## src/rtl/cfgload_pkg.sv

```systemverilog
package cfgload_pkg;
  localparam int NUM_REGS   = 27;
  localparam int REG_W      = 8;
  localparam int BANK2_BASE = 14;
  localparam int ADDR_W     = $clog2(NUM_REGS);
  localparam int BIT_CNT_W  = $clog2(REG_W);
  localparam int OUT_W      = NUM_REGS * REG_W;

  // Strobes from the serial control to the register datapath
  typedef struct packed {
    logic              burstStart;
    logic              byteWr;
    logic [ADDR_W-1:0] addr;
    logic [REG_W-1:0]  data;
    logic              commit;
  } ldStrobe_t;

  function automatic logic [REG_W-1:0] regDefault(input int idx);
    case (idx)
      7, 9, 11, 13: return 8'h40;
      14:           return 8'h33;
      16, 18:       return 8'd24;
      19:           return 8'h77;
      21, 22:       return 8'd32;
      default:      return '0;
    endcase
  endfunction

  // Bits that may be written; locked test fields are cleared
  function automatic logic [REG_W-1:0] regWriteMask(input int idx);
    if (idx >= 24) return '0;
    if (idx == 8 || idx == 10 || idx == 12) return 8'h0F;
    return '1;
  endfunction
endpackage

```

## src/rtl/cfg_serial_ctrl.sv

```systemverilog
module cfg_serial_ctrl
  import cfgload_pkg::*;
#(
  parameter int SYNC_STAGES = 2
) (
  input  logic      clk,
  input  logic      rstN,
  input  logic      sClk,
  input  logic      sLoadN,
  input  logic      sData,
  output ldStrobe_t strb
);
  localparam logic [ADDR_W-1:0]    LAST_ADDR = ADDR_W'(NUM_REGS - 1);
  localparam logic [ADDR_W-1:0]    BANK2     = ADDR_W'(BANK2_BASE);
  localparam logic [ADDR_W-1:0]    BANK1     = ADDR_W'(1);
  localparam logic [BIT_CNT_W-1:0] LAST_BIT  = BIT_CNT_W'(REG_W - 1);

  logic [SYNC_STAGES-1:0] clkSync, loadSync, dataSync;
  logic clkPrev, loadPrev;
  logic clkS, loadS, dataS;
  logic sClkRise, loadFall, loadRise, byteDone;

  logic [REG_W-1:0]     shiftReg;
  logic [REG_W-1:0]     fullByte;
  logic [BIT_CNT_W-1:0] bitCnt;
  logic [ADDR_W-1:0]    curAddr;
  logic                 halted;

  // Synchronizers and edge history
  always_ff @(posedge clk or negedge rstN) begin
    if (!rstN) begin
      clkSync  <= '0;
      loadSync <= '1;
      dataSync <= '0;
      clkPrev  <= 1'b0;
      loadPrev <= 1'b1;
    end else begin
      clkSync  <= {clkSync[SYNC_STAGES-2:0], sClk};
      loadSync <= {loadSync[SYNC_STAGES-2:0], sLoadN};
      dataSync <= {dataSync[SYNC_STAGES-2:0], sData};
      clkPrev  <= clkS;
      loadPrev <= loadS;
    end
  end

  assign clkS     = clkSync[SYNC_STAGES-1];
  assign loadS    = loadSync[SYNC_STAGES-1];
  assign dataS    = dataSync[SYNC_STAGES-1];
  assign sClkRise = clkS & ~clkPrev;
  assign loadFall = ~loadS & loadPrev;
  assign loadRise = loadS & ~loadPrev;
  assign fullByte = {dataS, shiftReg[REG_W-1:1]};
  assign byteDone = sClkRise && !loadS && (bitCnt == LAST_BIT);

  // Bit counter, byte assembly and address sequencing
  always_ff @(posedge clk or negedge rstN) begin
    if (!rstN) begin
      shiftReg <= '0;
      bitCnt   <= '0;
      curAddr  <= '0;
      halted   <= 1'b0;
    end else if (loadFall) begin
      bitCnt  <= '0;
      curAddr <= '0;
      halted  <= 1'b0;
    end else if (sClkRise && !loadS) begin
      shiftReg <= fullByte;
      if (byteDone) begin
        bitCnt <= '0;
        if (!halted) begin
          if (curAddr == LAST_ADDR)  halted  <= 1'b1;
          else if (curAddr == '0)    curAddr <= fullByte[0] ? BANK2 : BANK1;
          else                       curAddr <= curAddr + 1'b1;
        end
      end else begin
        bitCnt <= bitCnt + 1'b1;
      end
    end
  end

  always_comb begin
    strb.burstStart = loadFall;
    strb.byteWr     = byteDone && !halted;
    strb.addr       = curAddr;
    strb.data       = fullByte;
    strb.commit     = loadRise;
  end

  // bank select decides the address following address 0
  p_bank_jump_r4: assert property (@(posedge clk) disable iff (!rstN)
    (strb.byteWr && strb.addr == '0) |=>
      (curAddr == ($past(fullByte[0]) ? BANK2 : BANK1)));
endmodule

```

## src/rtl/cfg_regfile.sv

```systemverilog
module cfg_regfile
  import cfgload_pkg::*;
(
  input  logic             clk,
  input  logic             rstN,
  input  ldStrobe_t        strb,
  output logic [OUT_W-1:0] cfgOut
);
  for (genvar i = 0; i < NUM_REGS; i++) begin : g_reg
    localparam logic [REG_W-1:0] MASK = regWriteMask(i);
    localparam logic [REG_W-1:0] DEF  = regDefault(i);
    logic [REG_W-1:0] shadowQ, activeQ;
    logic             pendQ;

    always_ff @(posedge clk or negedge rstN) begin
      if (!rstN) begin
        shadowQ <= '0;
        pendQ   <= 1'b0;
        activeQ <= DEF;
      end else if (strb.burstStart) begin
        pendQ <= 1'b0;
      end else if (strb.byteWr && strb.addr == ADDR_W'(i)) begin
        shadowQ <= strb.data & MASK;
        pendQ   <= 1'b1;
      end else if (strb.commit) begin
        pendQ <= 1'b0;
        if (pendQ) activeQ <= shadowQ;
      end
    end

    assign cfgOut[i*REG_W +: REG_W] = activeQ;
  end

  // active registers move only on a commit
  p_hold_r6: assert property (@(posedge clk) disable iff (!rstN)
    !strb.commit |=> $stable(cfgOut));

  // a commit never coincides with a byte write
  p_commit_excl_r6: assert property (@(posedge clk) disable iff (!rstN)
    strb.commit |-> !strb.byteWr);

  // locked test fields stay zero
  p_test_zero_r7: assert property (@(posedge clk) disable iff (!rstN)
    (cfgOut[24*REG_W +: 3*REG_W] == '0) &&
    (cfgOut[8*REG_W+4 +: 4] == '0) &&
    (cfgOut[10*REG_W+4 +: 4] == '0) &&
    (cfgOut[12*REG_W+4 +: 4] == '0));

  // every burst starts at address 0
  p_first_addr_r3: assert property (@(posedge clk) disable iff (!rstN)
    strb.burstStart |=> (strb.addr == '0));

  // no write beyond the top address
  p_addr_range_r5: assert property (@(posedge clk) disable iff (!rstN)
    strb.byteWr |-> (strb.addr <= ADDR_W'(NUM_REGS - 1)));
endmodule

```

## src/rtl/cfgLoader.sv

```systemverilog
module cfgLoader
  import cfgload_pkg::*;
#(
  parameter int SYNC_STAGES = 2
) (
  input  logic             clk,
  input  logic             rstN,
  input  logic             sClk,
  input  logic             sLoadN,
  input  logic             sData,
  output logic [OUT_W-1:0] cfgOut
);
  ldStrobe_t strb;

  cfg_serial_ctrl #(.SYNC_STAGES(SYNC_STAGES)) u_ctrl (
    .clk    (clk),
    .rstN   (rstN),
    .sClk   (sClk),
    .sLoadN (sLoadN),
    .sData  (sData),
    .strb   (strb)
  );

  cfg_regfile u_regs (
    .clk    (clk),
    .rstN   (rstN),
    .strb   (strb),
    .cfgOut (cfgOut)
  );
endmodule

```

## config.mk

```make
export PLATFORM = sky130hd
export DESIGN_NAME = cfgLoader
export DESIGN_NICKNAME = d
export VERILOG_FILES = /design/src/rtl/cfgload_pkg.sv /design/src/rtl/cfg_serial_ctrl.sv /design/src/rtl/cfg_regfile.sv /design/src/rtl/cfgLoader.sv
export SDC_FILE = /design/constraint.sdc
export NUM_CORES = 1
export LEC_CHECK = 0
export BUFFER_PORTS_ARGS = -buffer_cell sky130_fd_sc_hd__buf_2
export CAP_MARGIN = 15
export CORE_MARGIN = 2
export CORE_UTILIZATION = 50
export DETAILED_ROUTE_END_ITERATION = 6
export PLACE_DENSITY = 0.71
export SLEW_MARGIN = 20
export SYNTH_ARGS = -nofsm -noshare
export SYNTH_HDL_FRONTEND = slang
export SYNTH_SLANG_ARGS = --single-unit
```

## constraint.sdc

```tcl
create_clock -name clk -period 2.68 [get_ports clk]
set_input_delay 0.67 -clock clk [delete_from_list [all_inputs] [get_ports clk]]
set_output_delay 0.67 -clock clk [all_outputs]
set_load 0.1 [all_outputs]
```

Word-level counts from Yosys, hierarchy flattened
Index checks and enable logic that the tools add are counted.

storage, ports and cells
  register bits = 409
  input port bits = 5
  output and inout bits = 216
  logic and storage cells = 312

cells by class
  add/sub/neg operators = 2
  eq/ne operators = 27
  multiplexer cells = 64
  bitwise gates (word level) = 31
  reductions and logical operators = 107

operator list
  kind                                                  number
  AND reduction 4 bit                                   25
  nonzero test 3 bit                                    24
  two-way mux 1 bit                                     54
  AND reduction 2 bit                                   26
  equality test 5 bit (second input constant)           9
  equality test 5 x 4 -> 1 bit (second input constant)  8
  two-way mux 5 bit                                     6
  inverter 1 bit                                        28
  logical AND 1 bit                                     27
  equality test 5 x 3 -> 1 bit (second input constant)  4
  equality test 5 x 2 -> 1 bit (second input constant)  2
  two-way mux 3 bit                                     3
  adder 5 x 1 -> 5 bit (second input constant)          1
  equality test 5 x 1 -> 1 bit (second input constant)  1
  logical NOT 5 bit                                     1
  two-way mux 4 bit                                     1
  != test 2 x 1 -> 1 bit (second input constant)        2
  nonzero test 2 bit                                    2
  adder 3 x 1 -> 3 bit (second input constant)          1
  bitwise AND 1 bit                                     3
  equality test 3 bit (second input constant)           1
  logical NOT 1 bit                                     2

Depth between registers and ports, before layout
Gate-level depths: netlist of run 1.

  depth after elaboration = 8
  depth in mapped cells = 9

Modules after synthesis
From an unflattened synthesis of run 1, not the netlist that was laid out.

unflattened totals
  cell total of the unflattened synthesis = 1,037
  area, all modules = 16,138.0 um^2

by module, submodules not included
  module           times used  cells an instance  area each (um^2)
  cfg_regfile      1           951                15,053.2
  cfg_serial_ctrl  1           86                 1,084.8

Worst setup path after synthesis of run 1
Ideal clock, no wire load.

  kind = reg-to-reg
  from = register u_ctrl.loadSync[1]
  to = register u_regs.g_reg[2].activeQ[0]
  data arrival time = 2.206 ns
  required time = 2.555 ns
  slack = 0.349 ns
  stages on the path, launching flop included = 10
  path through = dfstp_2 > inv_1 > ha_1 > buf_2 > nor2b_1 > clkbuf_1 > buf_2 > nand2_1 > a31oi_2 > mux2_2

between the ends
  longest elaborated chain between the ends = 7
  elaborated cells between the ends (all ways) = 11
  those cells by class = 5 x bitwise; 6 x reduce/logical

RTL lines
  item                                    line                   text
  from (decl)                             cfg_serial_ctrl.sv:18  logic [SYNC_STAGES-1:0] clkSync, loadSync, dataSync;
  from (signal assigned)                  cfg_serial_ctrl.sv:39  loadSync <= {loadSync[SYNC_STAGES-2:0], sLoadN};
  logical NOT 1 bit                       cfg_serial_ctrl.sv:53  assign byteDone = sClkRise && !loadS && (bitCnt == LAST_BIT);
  logical AND 1 bit (2 in a row)          cfg_serial_ctrl.sv:53
  logical AND 1 bit                       cfg_serial_ctrl.sv:83  strb.byteWr = byteDone && !halted;
  logical AND 1 bit                       cfg_regfile.sv:22      end else if (strb.byteWr && strb.addr == ADDR_W'(i)) begin
  inverter 1 bit (no source line)         --
  AND reduction 4 bit (no source line) *  --
  to (signal assigned)                    cfg_regfile.sv:27      if (pendQ) activeQ <= shadowQ;
  to (decl)                               cfg_regfile.sv:12      logic [REG_W-1:0] shadowQ, activeQ;

Every way passes the cells marked *; elsewhere a longest branch is shown, timed or not.
A chain may end at the register's enable or synchronous reset.

Worst setup path after layout of run 1
  from = register u_ctrl.loadSync[1]
  to = register u_regs.g_reg[18].activeQ[0]

between the ends
  longest elaborated chain between the ends = 7
  elaborated cells between the ends (all ways) = 11
  those cells by class = 5 x bitwise; 6 x reduce/logical

RTL lines
  item                                    line
  logical NOT 1 bit                       cfg_serial_ctrl.sv:53
  logical AND 1 bit (2 in a row)          cfg_serial_ctrl.sv:53
  logical AND 1 bit                       cfg_serial_ctrl.sv:83
  logical AND 1 bit                       cfg_regfile.sv:22
  inverter 1 bit (no source line)         --
  AND reduction 4 bit (no source line) *  --
  to (signal assigned)                    cfg_regfile.sv:27
  to (decl)                               cfg_regfile.sv:12

Marks and branches as above.

==> results by group, run 1 <==
Floorplan
  • Num rows: 66
  • Die footprint: between 0.03 and 0.04 mm2
  • Floorplan die height: 185 um
  • Starting density of the core: 50.6%
  • Total core area: 0.0324 mm2
  • Overall die width: 185 um
  • Number of placed I/O pins: 221

Clock tree
  • Clock transition at the registers of the reported paths: 0.06 ns
  • Bufs on Longest Clock Path: 3
  • H-tree levels: 2
  • Source-to-sink clock delay at the later pin of the worst-skew pair: approximately 0.54 ns
  • Number of hold buffers added after cts: 0
  • Count of buffers added by post-CTS timing repair for setup: 0
  • Num Clock Sinks: between 400 and 500
  • TritonCTS clock tree: yes
  • Clock root buffer: sky130_fd_sc_hd__clkbuf_16
  • CTS resizes: 0
  • Total CTS buffers: 43

Timing
  • Post-route minimum period: about 2.5 ns
  • Slew of the pin with the lowest slew margin: between 1 and 1.5 ns
  • Post-route setup TNS: 0 ns
  • Final number of max-transition violations: 0
  • Final cycle utilization of the critical path: 92.5%
  • Setup repair after global routing missed its margin: no
  • Final count of hold timing violations: 0
  • Remaining max-slew budget at the tightest pin: 26.8%
  • Setup Viol. Count Final: 0
  • Worst clock skew: 0.0204 ns
  • Timing-limited maximum frequency: 403 MHz

Synthesis
  • Top-area cell type share of the netlist area: 58.8%
  • Leading post-synthesis cells by cell area: sky130_fd_sc_hd__dfrtp_1 59%, sky130_fd_sc_hd__mux2_2 25%, sky130_fd_sc_hd__dfstp_2 3.7%
  • Post-synthesis async set-or-reset flop share: 100%
  • EDFF count, synth: 0
  • Number of synthesized register bits: 408
  • Post-Syn Area per Cell: 15.2 um2
  • Most frequently used flop master after synthesis: sky130_fd_sc_hd__dfrtp_1
  • Number of instances in the synthesized netlist: approximately 1100
  • Post-Syn Area: 0.0164 mm2
  • Register area share after synthesis: 62.5%
  • Area leader, netlist: sky130_fd_sc_hd__dfrtp_1
  • Yosys cell types: 52
  • Most frequent cell after synthesis: sky130_fd_sc_hd__dfrtp_1
  • Synth Warn #: 0
  • Most numerous cell types in the synthesized netlist: 385 x sky130_fd_sc_hd__dfrtp_1, 368 x sky130_fd_sc_hd__mux2_2, 59 x sky130_fd_sc_hd__nand2_1

Layout
  • Post-layout utilization of the core: 60.4%
  • Diodes inserted: 0
  • Share of post-route cells with drive strength above 1: 55.7%
  • Number of nets at the end of the flow: roughly 1300
  • Syn-to-layout area delta: 19.5%

Global route
  • Grt ovf: 0
  • Largest net degree at the start of global routing: 79
  • Via count of the first global-routing pass: 9852
  • Initial antenna violation count: 0
  • Total routing usage reported by global routing: 21.1%
  • Wire length of the first global-routing pass: 55.8 mm

Detailed routing
  • Via density per instance: 5.25
  • 1st-pass router iterations: 4
  • Total wire length: roughly 36 mm
  • DR WL/cell: 19.9 um
  • Number of vias in the routed layout: 9388
  • DRC violations left: 0
  • Highest routed layer: met4
  • Post-DRT Antenna Nets: 0
  • Metal3 WL: between 2 and 2.5 mm
  • M1 WL: around 16 mm
  • Drt initial violations: 600
  • Length of routed met2 wiring: between 15 and 20 mm

Worst setup path
  • Signal arrival time at the worst endpoint: slightly below 3 ns
  • Length in cells of the worst reg-to-reg path: 7
  • Worst-path fanout max: 24
  • CP endpoint kind: flop
  • Startpoint types: flop
  • Startpoint of the worst-slack reg-to-reg timing path: u_ctrl.loadSync[1]
  • Setup Crit Path Kind: reg2reg
  • Critical path data required time: ~3.1 ns
  • Crit path from: u_ctrl.loadSync[1]

Pwr
  • Max VDD drop: 0.527 mV
  • Cell leakage power: 10.4 nW
  • Power per Cell Area: 687 mW/mm2

Worst hold path
  • Type of the worst min-delay path: in2async

Run status
  • Outcome: complete, no violations

Run
  • Number of maximum-capacitance violations: 0

Place
  • Routability Congestion: between 0.8 and 0.9
  • Sum of net half-perimeters after detailed placement: 23.7 mm
  • Quantity of I/O buffers inserted on ports: about 180
-- cell type report --
type | count | area, um2
clock buffer | 60 | 1210
inverter | 7 | 26.3
sequential | 408 | 10200
tap | 442 | 553
fill | 2540 | 12800
clock inverter | 20 | 272
timing repair buffer | 236 | 1510
multi-input combinational | 614 | 5760
-- power breakdown --
| part | total (W) | switching, W | internal, W |
|---|---|---|---|
| combinational | 0.000826 | 0.000664 | 0.000162 |
| sequential | 0.00647 | 0.000261 | 0.00621 |
| clock | 0.00615 | 0.00239 | 0.00375 |
-- logic make-up after synthesis --
kind of cell    Yosys count  synth area share [%]
simple gates            142                  5.29
compound gates           48                  2.36
flops                   408                  62.5
fa+ha+maj                 9                 0.688
buf+inv                  91                  3.12
other cells               1                0.0229
mux                     379                  26.0
-- worst paths after layout --
| check | slack (ns) | to |
|---|---|---|
| max | 0.20 | u_regs.g_reg[18].activeQ[0] |
| min | 0.06 | u_regs.g_reg[17].activeQ[4] |
| max reg2reg | 0.20 | u_regs.g_reg[18].activeQ[0] |
| min reg2reg | 0.35 | u_ctrl.clkSync[1] |
| max in group asynchronous | 1.76 | u_regs.g_reg[19].activeQ[4] |
| min in group clk | 0.25 | u_ctrl.dataSync[0] |
-- worst max-delay path: stages (launching register included) --
cell and delay [ns]:
sky130_fd_sc_hd__dfstp_2 0.58, sky130_fd_sc_hd__inv_1 0.06, sky130_fd_sc_hd__ha_1 0.35, sky130_fd_sc_hd__nor2b_2 0.22
sky130_fd_sc_hd__buf_12 0.19, sky130_fd_sc_hd__nand2_1 0.08, sky130_fd_sc_hd__a31oi_2 0.47, sky130_fd_sc_hd__mux2_2 0.40
-- layer usage --
layer  up-vias  GRT usage [%]
met3        55           4.48
met1      4881           29.4
met4         0           5.97
met2       254           33.5
met5         -              0
li1       4198              -
-- through the flow --
step | setup WS, ns | hold WS (ns) | cell area, um2 | power, W | cells
floorplan | 0.349 | 0.331 | 16500 | 0.00689 | 1113
global placement | 0.235 | 0.336 | 18100 | 0.00741 | 1707
detailed placement | 0.176 | 0.342 | 18100 | 0.00743 | 1707
CTS | 0.169 | 0.0785 | 19600 | 0.0136 | 1787
global route | 0.0628 | 0.0861 | 19600 | 0.0139 | 1787
finish | 0.201 | 0.0645 | 19600 | 0.0134 | 1787
-- flip-flops by register name, indices dropped and copies added, names as in the netlist --
register / count
u_ctrl.clkSync: 2
u_ctrl.dataSync: 2
u_regs.g.pendQ: 24
u_regs.g.activeQ: 180
u_ctrl.halted: 1
u_ctrl.clkPrev: 1
u_ctrl.bitCnt: 3
u_ctrl.shiftReg: 7
u_regs.g.shadowQ: 180
u_ctrl.curAddr: 5
u_ctrl.loadSync: 2
u_ctrl.loadPrev: 1
-- cells in the final DEF, fill, tap and decap left out, types with 11 or more instances in the layout --
cell                        Yosys  routed
sky130_fd_sc_hd__dfstp_2       23      23
sky130_fd_sc_hd__clkbuf_1      29      11
sky130_fd_sc_hd__buf_12         0      15
sky130_fd_sc_hd__nor2_1        16      16
sky130_fd_sc_hd__mux2_2       368     368
sky130_fd_sc_hd__a21oi_2       11      11
sky130_fd_sc_hd__dfrtp_1      385     385
sky130_fd_sc_hd__buf_4         38      37
sky130_fd_sc_hd__mux2i_1       11      11
sky130_fd_sc_hd__conb_1         1      36
sky130_fd_sc_hd__clkbuf_16      0      44
sky130_fd_sc_hd__buf_2         15     183
sky130_fd_sc_hd__nand2_1       59      59
(Power assumes the default switching activity.)
==> run 2: changes to the inputs <==
- ABC_AREA: not set -> 1
- PLACE_DENSITY: 0.71 -> 0.7
- REMOVE_ABC_BUFFERS: not set -> 1
==> run 2 against run 1 <==
Utilization shrank 1.5 points; largest cell class unchanged; sequential cell count is the same; first-iteration DRC count grew 62%; design area grew 4.1%; global-route usage grew 2.7 points; via count grew 43%; highest routed layer unchanged; clock skew shrank 0.0043 ns; sequential power shrank 2%.
==> results by group, run 2 <==
Run status
  • Outcome: complete, no violations

Layout
  • Final Non-Filler Cells: 2614 (+46%)
  • Leading cell type in the layout, fill and taps excluded: sky130_fd_sc_hd__nand2_1
  • Area occupied by multi-input gates: 0.00661 mm2 (+15%)
  • Most frequent cells in the layout: 950 x sky130_fd_sc_hd__nand2_1, 385 x sky130_fd_sc_hd__dfrtp_1, 207 x sky130_fd_sc_hd__nand3_1
  • Number of nets at the end of the flow: 2142 (+62%)
  • Combined flip-flop and latch cell area: 0.0102 mm2 (unchanged)
  • Largest registers: u_regs.g.activeQ (180), u_regs.g.shadowQ (180), u_regs.g.pendQ (24)
  • Syn-to-layout area delta: 16.0%
  • Share of post-route cells with drive strength above 1: 20.5% (-35 points)
  • Diodes inserted: 0 (unchanged)
  • Fillcell total: 3069 (+21%)

Clock tree
  • Total CTS buffers: 43 (unchanged)
  • Num Clock Sinks: 408 (unchanged)
  • CTS resizes: 0 (unchanged)
  • Clock root buffer: sky130_fd_sc_hd__clkbuf_16
  • Number of hold buffers added after cts: 0 (unchanged)
  • Bufs on Longest Clock Path: 3 (unchanged)
  • H-tree levels: 2 (unchanged)
  • Count of buffers added by post-CTS timing repair for setup: 0 (unchanged)
  • Clock transition at the registers of the reported paths: 0.06 ns (about the same)
  • Source-to-sink clock delay at the later pin of the worst-skew pair: 0.54 ns (about the same)
  • TritonCTS clock tree: yes

Synthesis
  • Top-area cell type share of the netlist area: 54.9% (-4.0 points)
  • Leading post-synthesis cells by cell area: sky130_fd_sc_hd__dfrtp_1 55%, sky130_fd_sc_hd__nand2_1 20%, sky130_fd_sc_hd__nand3_1 5.9%
  • Most frequently used flop master after synthesis: sky130_fd_sc_hd__dfrtp_1
  • Register area share after synthesis: 58.3% (-4.2 points)
  • Most numerous cell types in the synthesized netlist: 950 x sky130_fd_sc_hd__nand2_1, 385 x sky130_fd_sc_hd__dfrtp_1, 207 x sky130_fd_sc_hd__nand3_1
  • Most frequent cell after synthesis: sky130_fd_sc_hd__nand2_1
  • Number of instances in the synthesized netlist: 1926 (+79%)
  • Post-Syn Area: 0.0176 mm2 (+7.2%)
  • EDFF count, synth: 0 (unchanged)
  • Post-Syn Area per Cell: 9.12 um2 (-40%)
  • Area leader, netlist: sky130_fd_sc_hd__dfrtp_1
  • Yosys cell types: 33 (-37%)
  • Synth Warn #: 0 (unchanged)
  • Post-synthesis async set-or-reset flop share: 100% (unchanged)
  • Number of synthesized register bits: 408 (unchanged)

Worst setup path
  • Critical path data required time: 3.15 ns (+0.05 ns)
  • Worst-path fanout max: 15 (-38%)
  • Setup Crit Path Kind: reg2reg
  • Reg2Reg Setup Slack: 0.16 ns (-0.04 ns)
  • Startpoint types: flop
  • CP endpoint kind: flop
  • Signal arrival time at the worst endpoint: 2.99 ns (+0.09 ns)

Place
  • Quantity of I/O buffers inserted on ports: 184 (unchanged)
  • Sum of net half-perimeters after detailed placement: 28.7 mm (+21%)
  • Routability Congestion: 0.871 (+4.1%)
  • Total instance count after detailed placement: 2538 (+49%)

Pwr
  • Cell leakage power: 11.4 nW (+9.6%)
  • Max VDD drop: 0.477 mV (-9.6%)
  • Overall Power: 0.0132 W (-1.8%)
  • Power per Cell Area: 648 mW/mm2 (-5.6%)

Global route
  • Total routing usage reported by global routing: 23.7% (+2.7 points)
  • Largest net degree at the start of global routing: 75 (-5.1%)
  • Via count of the first global-routing pass: 13024 (+32%)
  • Grt ovf: 0 (unchanged)
  • Wire length of the first global-routing pass: 69.2 mm (+24%)
  • Initial antenna violation count: 0 (unchanged)

Floorplan
  • Number of placed I/O pins: 221 (unchanged)
  • Overall die width: 191 um (+3.5%)
  • Total core area: 0.0345 mm2 (+6.7%)
  • Starting density of the core: 50.8% (+0.25 points)
  • Floorplan die height: 191 um (+3.5%)
  • Die footprint: 0.0366 mm2 (+7.1%)
  • Num rows: 68 (+3.0%)

Detailed routing
  • Drt initial violations: 971 (+62%)
  • DR WL/cell: 16.5 um (-17%)
  • Total wire length: 43.1 mm (+21%)
  • 1st-pass router iterations: 5 (+1)
  • Number of vias in the routed layout: 13465 (+43%)
  • Post-DRT Antenna Nets: 0 (unchanged)
  • DRC violations left: 0 (unchanged)
  • Via density per instance: 5.15 (-1.9%)

Timing
  • Final count of hold timing violations: 0 (unchanged)
  • Slew of the pin with the lowest slew margin: 0.917 ns (-0.181 ns)
  • Setup Viol. Count Final: 0 (unchanged)
  • Worst clock skew: 0.0161 ns (-0.00432 ns)
  • Setup repair after global routing missed its margin: no
  • Remaining max-slew budget at the tightest pin: 38.9% (+12 points)
  • Final number of max-transition violations: 0 (unchanged)
  • Post-route minimum period: 2.52 ns (+0.0399 ns)
  • Timing-limited maximum frequency: 397 MHz (-1.6%)
  • Final cycle utilization of the critical path: 94.0% (+1.5 points)

Worst hold path
  • Type of the worst min-delay path: in2async

Run
  • Number of maximum-capacitance violations: 0 (unchanged)
## run 2: area by class of cell
class / instances / share of cell area, %
sequential: 408 / 50.3
tap: 455 / 2.80
clock buffer: 62 / 6.33
timing repair buffer: 223 / 6.50
clock inverter: 14 / 0.743
inverter: 48 / 0.903
multi-input combinational: 1404 / 32.4
## run 2: per-layer routing
| layer | vias to the layer above | track usage, % | share of wire [%] |
|---|---|---|---|
| met5 | - | 0 | 0 |
| met4 | 0 | 5.65 | 1.9 |
| met3 | 61 | 4.24 | 6.4 |
| met2 | 393 | 38.9 | 48 |
| met1 | 6534 | 32.9 | 44 |
| li1 | 6477 | - | - |
## run 2: final timing paths
path,startpoint,to,cells after the start
min in group clk,sLoadN,u_ctrl.loadSync[0],1
max in group asynchronous,rstN,u_ctrl.loadSync[0],2
worst min register to register,u_ctrl.dataSync[0],u_ctrl.dataSync[1],0
worst max register to register,u_ctrl.bitCnt[0],u_regs.g_reg[15].shadowQ[0],9
worst max-delay path,u_ctrl.bitCnt[0],u_regs.g_reg[15].shadowQ[0],9
worst min-delay path,rstN,u_regs.g_reg[19].shadowQ[1],1
## run 2: power by group
part | internal (W) | switching, W | leakage, nW
Sequential | 0.00620 | 0.000138 | 5.60
Clock | 0.00362 | 0.00241 | 0.717
Combinational | 0.000120 | 0.000714 | 5.13
## run 2: worst max-delay path: stages, from the launching register on
cell and delay, ns:
sky130_fd_sc_hd__dfrtp_1 0.38, sky130_fd_sc_hd__ha_1 0.17, sky130_fd_sc_hd__ha_1 0.14, sky130_fd_sc_hd__inv_1 0.10
sky130_fd_sc_hd__nor2_8 0.32, sky130_fd_sc_hd__buf_4 0.30, sky130_fd_sc_hd__nand3_1 0.33, sky130_fd_sc_hd__nor2_1 0.52
sky130_fd_sc_hd__nand2_1 0.09, sky130_fd_sc_hd__nand2_1 0.10
## run 2: logic make-up (layout without fill, tap and decap cells)
kind of cell               after synthesis  in the layout  share of synthesized area, %
and+or+nand+nor                       1346           1346                          35.8
DFF                                    408            408                          58.3
buffers and inverters                  149            347                          4.84
AOI/OAI and AO/OA                       12             12                         0.356
adders and majority gates                9              9                         0.641
other                                    1             36                        0.0214
xor gates and xnor gates                 1              1                        0.0499
## run 2: stage by stage
step	TNS, ns	setup WS (ns)	cell area (um2)	hold WS, ns	util [%]
5_1_grt	0	0.0207	20400	0.165	59.0
4_1_cts	0	0.127	20400	0.156	58.9
3_5_place_dp	0	0.140	18900	0.335	54.8
2_1_floorplan	-321.34	-1.55	17000	0.331	-
3_3_place_gp	0	0.233	18900	0.335	54.8
6_report	0	0.161	20400	0.118	59.0
